==> config.mk <==
export PLATFORM = sky130hd
export DESIGN_NAME = irq_ctl_reg
export DESIGN_NICKNAME = d
export VERILOG_FILES = /design/src/rtl/irq_ctl_pkg.sv /design/src/rtl/irq_pin_watch.sv /design/src/rtl/irq_ctl_bit.sv /design/src/rtl/irq_route.sv /design/src/rtl/irq_ctl_reg.sv
export SDC_FILE = /design/constraint.sdc
export NUM_CORES = 1
export LEC_CHECK = 0
export ABC_AREA = 1
export BUFFER_PORTS_ARGS = -buffer_cell sky130_fd_sc_hd__buf_2
export CAP_MARGIN = 30
export CORE_MARGIN = 1.5
export CORE_UTILIZATION = 40
export DETAILED_ROUTE_END_ITERATION = 16
export PLACE_DENSITY = 0.73
export SYNTH_ARGS = -nofsm -noshare
export SYNTH_HDL_FRONTEND = slang
export SYNTH_SLANG_ARGS = --single-unit
==> constraint.sdc <==
create_clock -name clk -period 1.4 [get_ports clk]
set_clock_uncertainty 0.2 [all_clocks]
set_input_delay 0.28 -clock clk [delete_from_list [all_inputs] [get_ports clk]]
set_output_delay 0.28 -clock clk [all_outputs]
set_load 0.03 [all_outputs]
==> src/rtl/irq_ctl_pkg.sv <==
package irq_ctl_pkg;
   localparam int REG_W      = 8;
   localparam int NSRC       = 3;
   localparam int SRC_CHG    = 0;
   localparam int SRC_EXT    = 1;
   localparam int SRC_TMR    = 2;
   localparam int EN_BASE    = NSRC;
   localparam int BIT_GLB_LO = 6;
   localparam int BIT_GLB_HI = 7;

   typedef struct packed {
      logic            glb_hi;
      logic            glb_lo;
      logic [NSRC-1:0] en;
      logic [NSRC-1:0] flg;
   } ctl_reg_t;
endpackage

==> src/rtl/irq_pin_watch.sv <==
module irq_pin_watch #(
   parameter int NPINS       = 4,
   parameter int SYNC_STAGES = 2
) (
   input  logic             clk,
   input  logic             rst_n,
   input  logic [NPINS-1:0] pins_i,
   input  logic             rd_i,
   output logic             mismatch_o
);
   localparam int LAST = SYNC_STAGES - 1;

   if (NPINS < 1) begin : g_bad_pins
      $error("irq_pin_watch: NPINS must be at least 1");
   end
   if (SYNC_STAGES < 2) begin : g_bad_sync
      $error("irq_pin_watch: SYNC_STAGES must be at least 2");
   end

   logic [SYNC_STAGES-1:0][NPINS-1:0] stg;
   logic [NPINS-1:0]                  held;

   for (genvar s = 0; s < SYNC_STAGES; s++) begin : g_sync
      if (s == 0) begin : g_first
         always_ff @(posedge clk or negedge rst_n) begin
            if (!rst_n) stg[s] <= '0;
            else        stg[s] <= pins_i;
         end
      end else begin : g_next
         always_ff @(posedge clk or negedge rst_n) begin
            if (!rst_n) stg[s] <= '0;
            else        stg[s] <= stg[s-1];
         end
      end
   end

   always_ff @(posedge clk or negedge rst_n) begin
      if (!rst_n)    held <= '0;
      else if (rd_i) held <= stg[LAST];
   end

   assign mismatch_o = |(stg[LAST] ^ held);
endmodule

==> src/rtl/irq_ctl_bit.sv <==
module irq_ctl_bit #(
   parameter logic RST_VAL = 1'b0
) (
   input  logic clk,
   input  logic rst_n,
   input  logic set_i,
   input  logic wr_i,
   input  logic wd_i,
   output logic q_o
);
   logic nxt;

   always_comb begin
      nxt = wr_i ? wd_i : q_o;
      if (set_i) nxt = 1'b1;
   end

   always_ff @(posedge clk or negedge rst_n) begin
      if (!rst_n) q_o <= RST_VAL;
      else        q_o <= nxt;
   end
endmodule

==> src/rtl/irq_route.sv <==
module irq_route #(
   parameter int               NSRC        = 3,
   parameter logic [NSRC-1:0]  PERIPH_MASK = '0
) (
   input  logic [NSRC-1:0] flg_i,
   input  logic [NSRC-1:0] en_i,
   input  logic            glb_hi_i,
   input  logic            glb_lo_i,
   input  logic            prio_mode_i,
   input  logic [NSRC-1:0] src_prio_i,
   output logic            irq_hi_o,
   output logic            irq_lo_o
);
   if (NSRC < 1) begin : g_bad_nsrc
      $error("irq_route: NSRC must be at least 1");
   end

   logic [NSRC-1:0] req;
   logic [NSRC-1:0] np_pass;

   assign req = flg_i & en_i;

   for (genvar i = 0; i < NSRC; i++) begin : g_src
      if (PERIPH_MASK[i]) begin : g_periph
         assign np_pass[i] = req[i] & glb_lo_i;
      end else begin : g_core
         assign np_pass[i] = req[i];
      end
   end

   logic hi_prio, lo_prio, hi_flat;

   assign hi_prio = glb_hi_i & |(req & src_prio_i);
   assign lo_prio = glb_lo_i & |(req & ~src_prio_i);
   assign hi_flat = glb_hi_i & |np_pass;

   assign irq_hi_o = prio_mode_i ? hi_prio : hi_flat;
   assign irq_lo_o = prio_mode_i & lo_prio;
endmodule

==> src/rtl/irq_ctl_reg.sv <==
module irq_ctl_reg
   import irq_ctl_pkg::*;
#(
   parameter int        NPINS        = 4,
   parameter int        SYNC_STAGES  = 2,
   parameter logic [2:0] PERIPH_MASK = 3'b100,
   parameter logic      CHG_FLAG_RST = 1'b0
) (
   input  logic             clk,
   input  logic             rst_n,
   input  logic             tmr_ovf_i,
   input  logic             ext_evt_i,
   input  logic [NPINS-1:0] port_pins_i,
   input  logic             port_rd_i,
   input  logic             wr_en_i,
   input  logic [7:0]       wr_data_i,
   input  logic             prio_mode_i,
   input  logic [2:0]       src_prio_i,
   output logic [7:0]       rd_data_o,
   output logic             irq_hi_o,
   output logic             irq_lo_o
);
   localparam logic [REG_W-1:0] RST_WORD = {{(REG_W-1){1'b0}}, CHG_FLAG_RST};

   if ($bits(ctl_reg_t) != REG_W) begin : g_bad_layout
      $error("irq_ctl_reg: register layout width mismatch");
   end

   logic             chg_mismatch;
   logic [REG_W-1:0] set_vec;
   ctl_reg_t         cur;

   irq_pin_watch #(
      .NPINS       (NPINS),
      .SYNC_STAGES (SYNC_STAGES)
   ) u_pins (
      .clk        (clk),
      .rst_n      (rst_n),
      .pins_i     (port_pins_i),
      .rd_i       (port_rd_i),
      .mismatch_o (chg_mismatch)
   );

   always_comb begin
      set_vec          = '0;
      set_vec[SRC_CHG] = chg_mismatch;
      set_vec[SRC_EXT] = ext_evt_i;
      set_vec[SRC_TMR] = tmr_ovf_i;
   end

   for (genvar b = 0; b < REG_W; b++) begin : g_bit
      irq_ctl_bit #(
         .RST_VAL (RST_WORD[b])
      ) u_bit (
         .clk   (clk),
         .rst_n (rst_n),
         .set_i (set_vec[b]),
         .wr_i  (wr_en_i),
         .wd_i  (wr_data_i[b]),
         .q_o   (rd_data_o[b])
      );
   end

   assign cur = ctl_reg_t'(rd_data_o);

   irq_route #(
      .NSRC        (NSRC),
      .PERIPH_MASK (PERIPH_MASK)
   ) u_route (
      .flg_i       (cur.flg),
      .en_i        (cur.en),
      .glb_hi_i    (cur.glb_hi),
      .glb_lo_i    (cur.glb_lo),
      .prio_mode_i (prio_mode_i),
      .src_prio_i  (src_prio_i),
      .irq_hi_o    (irq_hi_o),
      .irq_lo_o    (irq_lo_o)
   );
endmodule

==> results.ini, run 1 <==
[floorplan]
die_h_um=50.4
fp.dieW_um=50.4
start_util_pct=44.0
fp-row-count=16
pin_count=32
core_um2=2040
dieArea_um2=2540

[timing]
worst_slew_pin_slew_ns=0.459
hold_violations=0
fin_hold_ws_ns=0.00228
setup-tns-final_ns=-0.959
slew_violations=0
maxSlewHeadroom_pct=69.4
finalWorstSetupSlack_ns=-0.366
period_share_pct=126
setup_viol=8
post-route-min-period_ns=1.77
fmax_mhz=566
rsz0062_at_grt=true

[yosys]
ys_top_cells_by_count=24 x nand2_1, 20 x dfrtp_1, 17 x inv_1
async_flop_share_pct=100
synth_edf_count=0
netlist_top_cells_area=dfrtp_1 56%, nand2_1 10%, inv_1 7.1%
synth_nets=117
synth.most_common_cell=nand2_1
yosys_warnings=0
synth_ff_type=dfrtp_1
synth_top_cell_area_share_pct=55.7
ys_seq_area_share_pct=55.7
ys_seq_elements=20
yosys.area.top_type=dfrtp_1
postSynthCellCount=95
syn_area_um2=898
synth_cell_types=16
synth.avg_cell_area_um2=9.46

[worst_setup_path]
r2r-start=g_bit[4].u_bit.q_o$_DFFE_PN0P_
crit_family=flip-flops
r2r-end=g_bit[4].u_bit.q_o$_DFFE_PN0P_
path_buf_inv=1
crit_required_ns=0.92
r2r_cells=3
arrival_ns=1.29
cp-end-kind=output port
r2r_setup_slack_ns=0.18
critical-path-slowest-cell=dfrtp_1
path_common_cell=nor2_1
cp_max_fo=4
worstSetupStartpointType=flip-flop
crit_type=reg2out
slowest_delay_ns=0.45
crit_chain=nor2_1, nor2_1, nor2_1, nor2_2, buf_6

[pwr]
switching_power_uw=367
p_total_mw=1.43
sequentialPowerShare_pct=45.0
power_leakage_nw=0.710
p_per_area_nw_per_um2=1100
swShare_pct=25.6
p_int_mw=1.07
power_frac_comb_pct=22.4
power_frac_clock_pct=32.5
ir_worst_vdd_v=0.000783

[place]
place.gp.congestion=0.762
dp_hpwl_um=1160
dpl_cell_area_um2=1050
portBuffers=31
placedCellCount=148
post-place-ws_ns=-0.0166

[global_route]
grt_pass1_vias=687
antenna_found_initial=0
use_met3_pct=2.68
grt_use_met1_pct=17.0
grt_max_degree=21
grt_overflow=0
grtUsageMet2_pct=27.2
top_usage_layer=met2
track_usage_pct=15.2
grt_pass1_wl_um=2900

[run]
cap_violations=0

[drt]
postRouteAntennaNets=0
viasPerCell=4.54
dr_total_vias=753
drtIter0Drc=9
wire_per_inst_um=12.1
dr.pass1.iters=4
drt-total-wl_um=2010
drc=0

[cells_and_area]
final_cell_area_um2=1310
fillers=168
register_area_um2=500
multi_input_area_um2=268
syn_to_final_growth_pct=45.7
final_nets=162
layout.cells.non_filler=166
n_antenna_cell=0
utilization_pct=64.1
layout-drive-gt1-share_pct=39.6

[cts]
cts_buffer_depth=2
clk_latency_ns=0.30
clkTransAtPathRegs_ns=0.11
h-tree-depth=1
numCtsBuffers=3
cts_sinks=20
cts_tree=yes
cts-root-buf=clkbuf_4

[min_path]
hold_path.class=in2reg
holdPathStages=3
min_to=g_bit[2].u_bit.q_o$_DFFE_PN0P_
min-delay-start=wr_data_i[2]

[status]
violations=negative setup slack
status=finished, violations left

==> how the worst max path moves through the flow <==
stage,start,end,slack [ns],cells after the start
CTS,g_bit[2].u_bit.q_o$_DFFE_PN0P_,irq_hi_o,-0.29,7
floorplan,g_bit[2].u_bit.q_o$_DFFE_PN0P_,irq_hi_o,0.05,6
global route,g_bit[2].u_bit.q_o$_DFFE_PN0P_,irq_hi_o,-0.43,7
global placement,src_prio_i[1],irq_hi_o,0.02,8
finish,g_bit[6].u_bit.q_o$_DFFE_PN0P_,irq_hi_o,-0.37,5
detailed placement,src_prio_i[1],irq_hi_o,-0.02,8
==> tightest hold or removal path, stage by stage <==
cell	delay, ns
buf_2	0.08
a21oi_1	0.04
o21ai_0	0.06
==> power by group through the flow <==
| stage | registers [mW] | logic [mW] | clock network (mW) |
|---|---|---|---|
| finish | 0.645 | 0.321 | 0.466 |
| global route | 0.650 | 0.349 | 0.496 |
| CTS | 0.643 | 0.286 | 0.471 |
| global placement | 0.651 | 0.228 | 0 |
| detailed placement | 0.654 | 0.234 | 0 |
| floorplan | 0.650 | 0.171 | 0 |
==> layout by cell type (no fill, tap or decap), drive strengths merged <==
master / netlist / final
a21oi: 2 / 2
buf: 9 / 39
bufinv: 0 / 1
clkbuf: 0 / 3
dfrtp: 20 / 20
dlygate4sd3: 0 / 10
inv: 17 / 17
mux2: 4 / 4
nand2: 24 / 24
nand3: 2 / 2
nor2: 6 / 6
o21ai: 8 / 8
xnor2: 1 / 1
xor2: 2 / 2
==> flip-flops by register name (all words and copies together) (netlist names) <==
signal           cells
g_bit.u_bit.q_o      8
u_pins.held          4
u_pins.stg           8
==> logic make-up after synthesis <==
group,count (synthesis),synth area share [%]
AND/OR/NAND/NOR,32,14.5
buffers and inverters,26,15.0
flip-flops,20,55.7
AO/OA/AOI/OAI,10,5.99
multiplexers,4,5.85
XOR/XNOR,3,2.93
==> layer usage <==
metal	vias up	wire (um)
li1	364	-
met1	351	760
met2	28	1100
met3	10	98
met4	0	56
met5	-	0
==> final cells by class <==
| type | count | area share, % |
|---|---|---|
| flip-flops and latches | 20 | 38.2 |
| repair buffers | 49 | 29.8 |
| multi-input cells | 49 | 20.5 |
| inverters | 17 | 4.88 |
| well taps | 27 | 2.58 |
| clock inverters | 1 | 2.29 |
| clock buffers | 3 | 1.72 |
==> timing repair <==
action / 4_1_cts / 5_1_grt
hold buffers: 9 / 1
cloned: 0 / 0
buffers inserted: 3 / 6
endpoints found under the hold margin: 27 / 1
gates resized for setup: 17 / 12
pin swaps: 1 / 3
endpoints found under the setup margin: 7 / 9
(Power assumes the default switching activity.)
==> run 2: changes to the inputs <==
Settings changed: RECOVER_POWER set to 100.
==> run 2 against run 1 <==
Compared with the run above: the flow still finishes with violations (negative setup slack); design area down 1.7%; final cell count unchanged; fmax up 0.34%; first-iteration DRC count down 11%; register-to-register slack about the same; count of clock-buffer cells in the layout unchanged; total power down 0.80%; die area unchanged; routed wire length down 0.20%; largest cell class unchanged; highest routed layer unchanged.
==> results.ini, run 2 (same netlist as run 1, synthesis figures left out) <==
[floorplan]
core_um2=2040
fp.dieW_um=50.4
pin_count=32
dieArea_um2=2540
die_h_um=50.4
fp-row-count=16
start_util_pct=44.0

[timing]
fin_hold_ws_ns=0.00228
rsz0062_at_grt=true
hold_violations=0
finalWorstSetupSlack_ns=-0.360
setup_viol=8
worst_slew_pin_slew_ns=0.510
post-route-min-period_ns=1.76
period_share_pct=126
fmax_mhz=568
maxSlewHeadroom_pct=66.0
slew_violations=0

[place]
post-place-ws_ns=-0.0166
place.gp.congestion=0.762
portBuffers=31
dp_hpwl_um=1160
placedCellCount=148

[pwr]
swShare_pct=25.7
ir_worst_vdd_v=0.000778
power_frac_comb_pct=21.9
p_int_mw=1.06
switching_power_uw=366
power_frac_clock_pct=32.8
power_leakage_nw=0.696
p_per_area_nw_per_um2=1110
sequentialPowerShare_pct=45.3

[cts]
cts-root-buf=clkbuf_4
numCtsBuffers=3
clkTransAtPathRegs_ns=0.11
h-tree-depth=1
cts_buffer_depth=2
clk_latency_ns=0.30
cts_sinks=20
cts_tree=yes

[worst_setup_path]
crit_chain=nor2_1, nor2_1, nor2_1, nor2_2, buf_6
slowest_delay_ns=0.44
cp-end-kind=output port
worstSetupStartpointType=flip-flop
path_common_cell=nor2_1
crit_required_ns=0.92
crit_type=reg2out
cp_max_fo=4
arrival_ns=1.28
critical-path-slowest-cell=dfrtp_1

[drt]
wire_per_inst_um=12.1
drt-total-wl_um=2010
viasPerCell=4.46
drc=0
dr_total_vias=740
drtIter0Drc=8
dr.pass1.iters=4
postRouteAntennaNets=0

[cells_and_area]
syn_to_final_growth_pct=43.2
fillers=170
layout.cells.non_filler=166
top_regs=g_bit.u_bit.q_o: 8 flops, u_pins.stg: 8 flops, u_pins.held: 4 flops
multi_input_area_um2=268
n_antenna_cell=0
register_area_um2=500
final_nets=162
final_common_cell=nand2_1
layout-drive-gt1-share_pct=37.4
mostFrequentLayoutCells=23 x nand2_1, 21 x buf_2, 20 x dfrtp_1

[status]
status=finished, violations left
violations=negative setup slack

[global_route]
grt_pass1_wl_um=2900
grt_pass1_vias=687
grt_overflow=0
grt_max_degree=21
antenna_found_initial=0
track_usage_pct=15.2

[run]
cap_violations=0

[min_path]
hold_path.class=in2reg

==> run 2: cell types whose count changed in the layout (fill, tap and decap cells not counted), sizes merged <==
cell / delta
clkbuf: +4
buf: -4
==> run 2: critical path: cells and delay by family (launching register included) <==
kind	cells	cell delay (ns)
simple gates	4	0.41
buf+inv	1	0.13
flops	1	0.44
==> run 2: power groups by stage <==
stage | sequential [mW] | clock (mW) | combinational, mW
3_5_place_dp | 0.654 | 0 | 0.234
6_report | 0.644 | 0.466 | 0.312
3_3_place_gp | 0.651 | 0 | 0.228
5_1_grt | 0.649 | 0.496 | 0.337
4_1_cts | 0.643 | 0.471 | 0.286
2_1_floorplan | 0.650 | 0 | 0.171
==> run 2: area by class of cell <==
cell class                 instances  area share (%)
clock inverter                     1            2.33
multi-input combinational         49            20.8
timing repair buffer              49            28.6
clock buffer                       3            1.75
sequential                        20            38.9
tap                               27            2.63
inverter                          17            4.96
==> run 2: final timing paths <==
kind | depth (start not counted) | from | endpoint | slack [ns]
min in group asynchronous | 2 | rst_n | g_bit[1].u_bit.q_o$_DFFE_PN0P_ | 0.27
max reg2reg | 3 | g_bit[4].u_bit.q_o$_DFFE_PN0P_ | g_bit[4].u_bit.q_o$_DFFE_PN0P_ | 0.18
min reg2reg | 0 | u_pins.stg[2]$_DFF_PN0_ | u_pins.stg[6]$_DFF_PN0_ | 0.16
max | 5 | g_bit[6].u_bit.q_o$_DFFE_PN0P_ | irq_hi_o | -0.36
max in group asynchronous | 2 | rst_n | u_pins.stg[3]$_DFF_PN0_ | 0.39
min | 3 | wr_data_i[2] | g_bit[2].u_bit.q_o$_DFFE_PN0P_ | 0.002
==> run 2: per-stage QoR <==
step | setup TNS [ns] | total power, mW | util [%] | area [um^2]
6_report | -0.923 | 1.42 | 63.0 | 1290
5_1_grt | -1.30 | 1.48 | 63.0 | 1290
4_1_cts | -0.800 | 1.40 | 61.2 | 1250
3_5_place_dp | -0.0166 | 0.888 | 51.3 | 1050
3_3_place_gp | 0 | 0.879 | 51.3 | 1050
2_1_floorplan | 0 | 0.821 | - | 901
==> run 2: timing repair <==
| action | in CTS | in global routing |
|---|---|---|
| endpoints found under the setup margin | 7 | 9 |
| buffers inserted | 3 | 6 |
| pin swaps | 1 | 3 |
| gates cloned | 0 | 0 |
| hold buffers | 9 | 1 |
| endpoints found under the hold margin | 27 | 1 |
| resized for setup | 17 | 12 |
==> run 2: per-layer routing <==
layer | share of wire [%] | track usage [%] | vias up
met2 | 55 | 27.2 | 21
met5 | 0 | 0 | -
li1 | - | - | 364
met1 | 39 | 17.0 | 345
met3 | 3.7 | 2.68 | 10
met4 | 2.8 | 8.56 | 0
==> run 3: changes to the inputs <==
Settings changed: CELL_PAD_IN_SITES_DETAIL_PLACEMENT set to 1, CELL_PAD_IN_SITES_GLOBAL_PLACEMENT set to 2, CORE_UTILIZATION 40 to 27, PLACE_DENSITY 0.73 to 0.82.
==> run 3 against run 2 <==
Compared with the run above: the run still ends with negative setup slack left; sequential power hardly changed; flip-flop and latch count stayed put; register-to-register slack hardly changed; via count stayed put; utilization is 20 points lower; worst hold slack better by 0.0082 ns; non-clock buffer count is 1 higher; clock power is 32% lower; first-iteration DRC count is 63% higher; critical path type unchanged.
==> results.ini, run 3 (same netlist as run 1, synthesis figures left out) <==
[status]
status=finished, violations left
violations=negative setup slack

[timing]
post-route-min-period_ns=1.69
hold_violations=0
worst_slew_pin_slew_ns=0.469
period_share_pct=121
fmax_mhz=590
rsz0062_at_grt=true
maxSlewHeadroom_pct=68.8
setup_viol=8
slew_violations=0
fin_hold_ws_ns=0.0105
finalWorstSetupSlack_ns=-0.295

[cells_and_area]
n_antenna_cell=0
final_common_cell=nand2_1
syn_to_final_growth_pct=46.9
fillers=384
top_regs=g_bit.u_bit.q_o: 8 flops, u_pins.stg: 8 flops, u_pins.held: 4 flops
mostFrequentLayoutCells=22 x nand2_1, 21 x buf_2, 20 x dfrtp_1
final_nets=163
layout-drive-gt1-share_pct=44.3
layout.cells.non_filler=184

[worst_setup_path]
slowest_delay_ns=0.42
critical_path.endpoint=irq_hi_o
crit_chain=nor2_1, nor2_2, nor2_2, nor2_2, buf_6
worstSetupStartpointType=flip-flop
path_common_cell=nor2_2
r2r-start=g_bit[0].u_bit.q_o$_DFFE_PN0P_
cp-startpoint=g_bit[6].u_bit.q_o$_DFFE_PN0P_
cp_max_fo=4
cp-end-kind=output port
crit_required_ns=0.92
r2r_cells=6
arrival_ns=1.21
crit_type=reg2out
r2r-end=g_bit[0].u_bit.q_o$_DFFE_PN0P_
r2r_setup_slack_ns=0.18
critical-path-slowest-cell=dfrtp_1

[place]
placedCellCount=167
dp_hpwl_um=1350
portBuffers=31
place.gp.congestion=0.614

[pwr]
swShare_pct=27.0
sequentialPowerShare_pct=50.1
power_frac_clock_pct=24.7
p_total_mw=1.28
ir_worst_vdd_v=0.000565
p_per_area_nw_per_um2=973
p_int_uw=938
switching_power_uw=347
power_frac_comb_pct=25.2
power_leakage_nw=0.706

[cts]
clkTransAtPathRegs_ns=0.10
numCtsBuffers=3
cts_buffer_depth=2
cts-root-buf=clkbuf_4
clk_latency_ns=0.29
h-tree-depth=1
cts_sinks=20
cts_tree=yes

[floorplan]
core_um2=3100
fp-row-count=20
die_h_um=60.7
fp.dieW_um=60.7
pin_count=32
dieArea_um2=3680
start_util_pct=29.0

[run]
cap_violations=0

[global_route]
grt_pass1_vias=735
track_usage_pct=10.9
antenna_found_initial=0
grt_overflow=0
grt_pass1_wl_um=3020
grt_max_degree=21

[drt]
drc=0
drt-total-wl_um=1870
viasPerCell=4.02
dr.pass1.iters=2
postRouteAntennaNets=0
wire_per_inst_um=10.2
drtIter0Drc=13
dr_total_vias=740

[min_path]
hold_path.class=in2reg
holdPathStages=3

## run 3: cell types whose count changed in the layout (fill, tap and decap cells not counted), moves of 2 or more
cell,previous run,this run
clkbuf_1,3,0
nor2_1,4,2
buf_4,3,6
nor2_2,2,4
dlygate4sd3_1,10,8
buf_6,11,13
## run 3: worst min path at each step
stage | start | endpoint | slack (ns)
floorplan | rst_n | g_bit[0].u_bit.q_o$_DFFE_PN0P_ | -0.22
finish | wr_data_i[7] | g_bit[7].u_bit.q_o$_DFFE_PN0P_ | 0.01
global placement | rst_n | u_pins.stg[3]$_DFF_PN0_ | 0.05
detailed placement | rst_n | u_pins.stg[3]$_DFF_PN0_ | 0.04
CTS | wr_data_i[7] | g_bit[7].u_bit.q_o$_DFFE_PN0P_ | 0.003
global route | wr_data_i[4] | g_bit[4].u_bit.q_o$_DFFE_PN0P_ | 0.006
## run 3: what timing repair did
item,4_1_cts,5_1_grt
setup buffers,3,7
resized for setup,20,13
endpoints found under the hold margin,26,0
hold buffers,8,0
pin swaps,2,2
setup endpoints to repair,8,9
## run 3: final cells by class
| type | count | area, um^2 | area share (%) |
|---|---|---|---|
| multi-input combinational | 49 | 275 | 20.9 |
| sequential | 20 | 500 | 37.9 |
| clock buffer | 4 | 36.3 | 2.75 |
| timing repair buffer | 50 | 389 | 29.5 |
| inverter | 17 | 63.8 | 4.83 |
| tap | 44 | 55.1 | 4.17 |
## run 3: stage by stage
step	area (um^2)	setup WS, ns	setup TNS, ns	util, %
6_report	1320	-0.295	-0.913	42.5
5_1_grt	1320	-0.382	-1.35	42.5
4_1_cts	1270	-0.330	-0.886	41.0
3_5_place_dp	1080	-0.0574	-0.0574	35.0
3_3_place_gp	1080	0.00435	0	35.0
2_1_floorplan	901	0.0497	0	-
## run 3: metal layers
| layer | track usage (%) | part of all wire (%) |
|---|---|---|
| met1 | 13.5 | 42 |
| met2 | 19.7 | 53 |
| met3 | 2.56 | 4.0 |
| met4 | 1.86 | 0.75 |
| met5 | 0 | 0 |
## run 3: power by group through the flow
stage	Sequential, mW	Combinational [mW]	Clock, mW
final	0.643	0.324	0.317
after global routing	0.649	0.358	0.355
after CTS	0.642	0.305	0.329
after detailed placement	0.653	0.249	0
after global placement	0.651	0.242	0
after floorplan	0.650	0.171	0
## run 3: critical path, delay by kind of cell, from the launching register on
family | cells | cell delay [ns]
and+or+nand+nor | 4 | 0.38
buffers and inverters | 1 | 0.13
DFF | 1 | 0.42
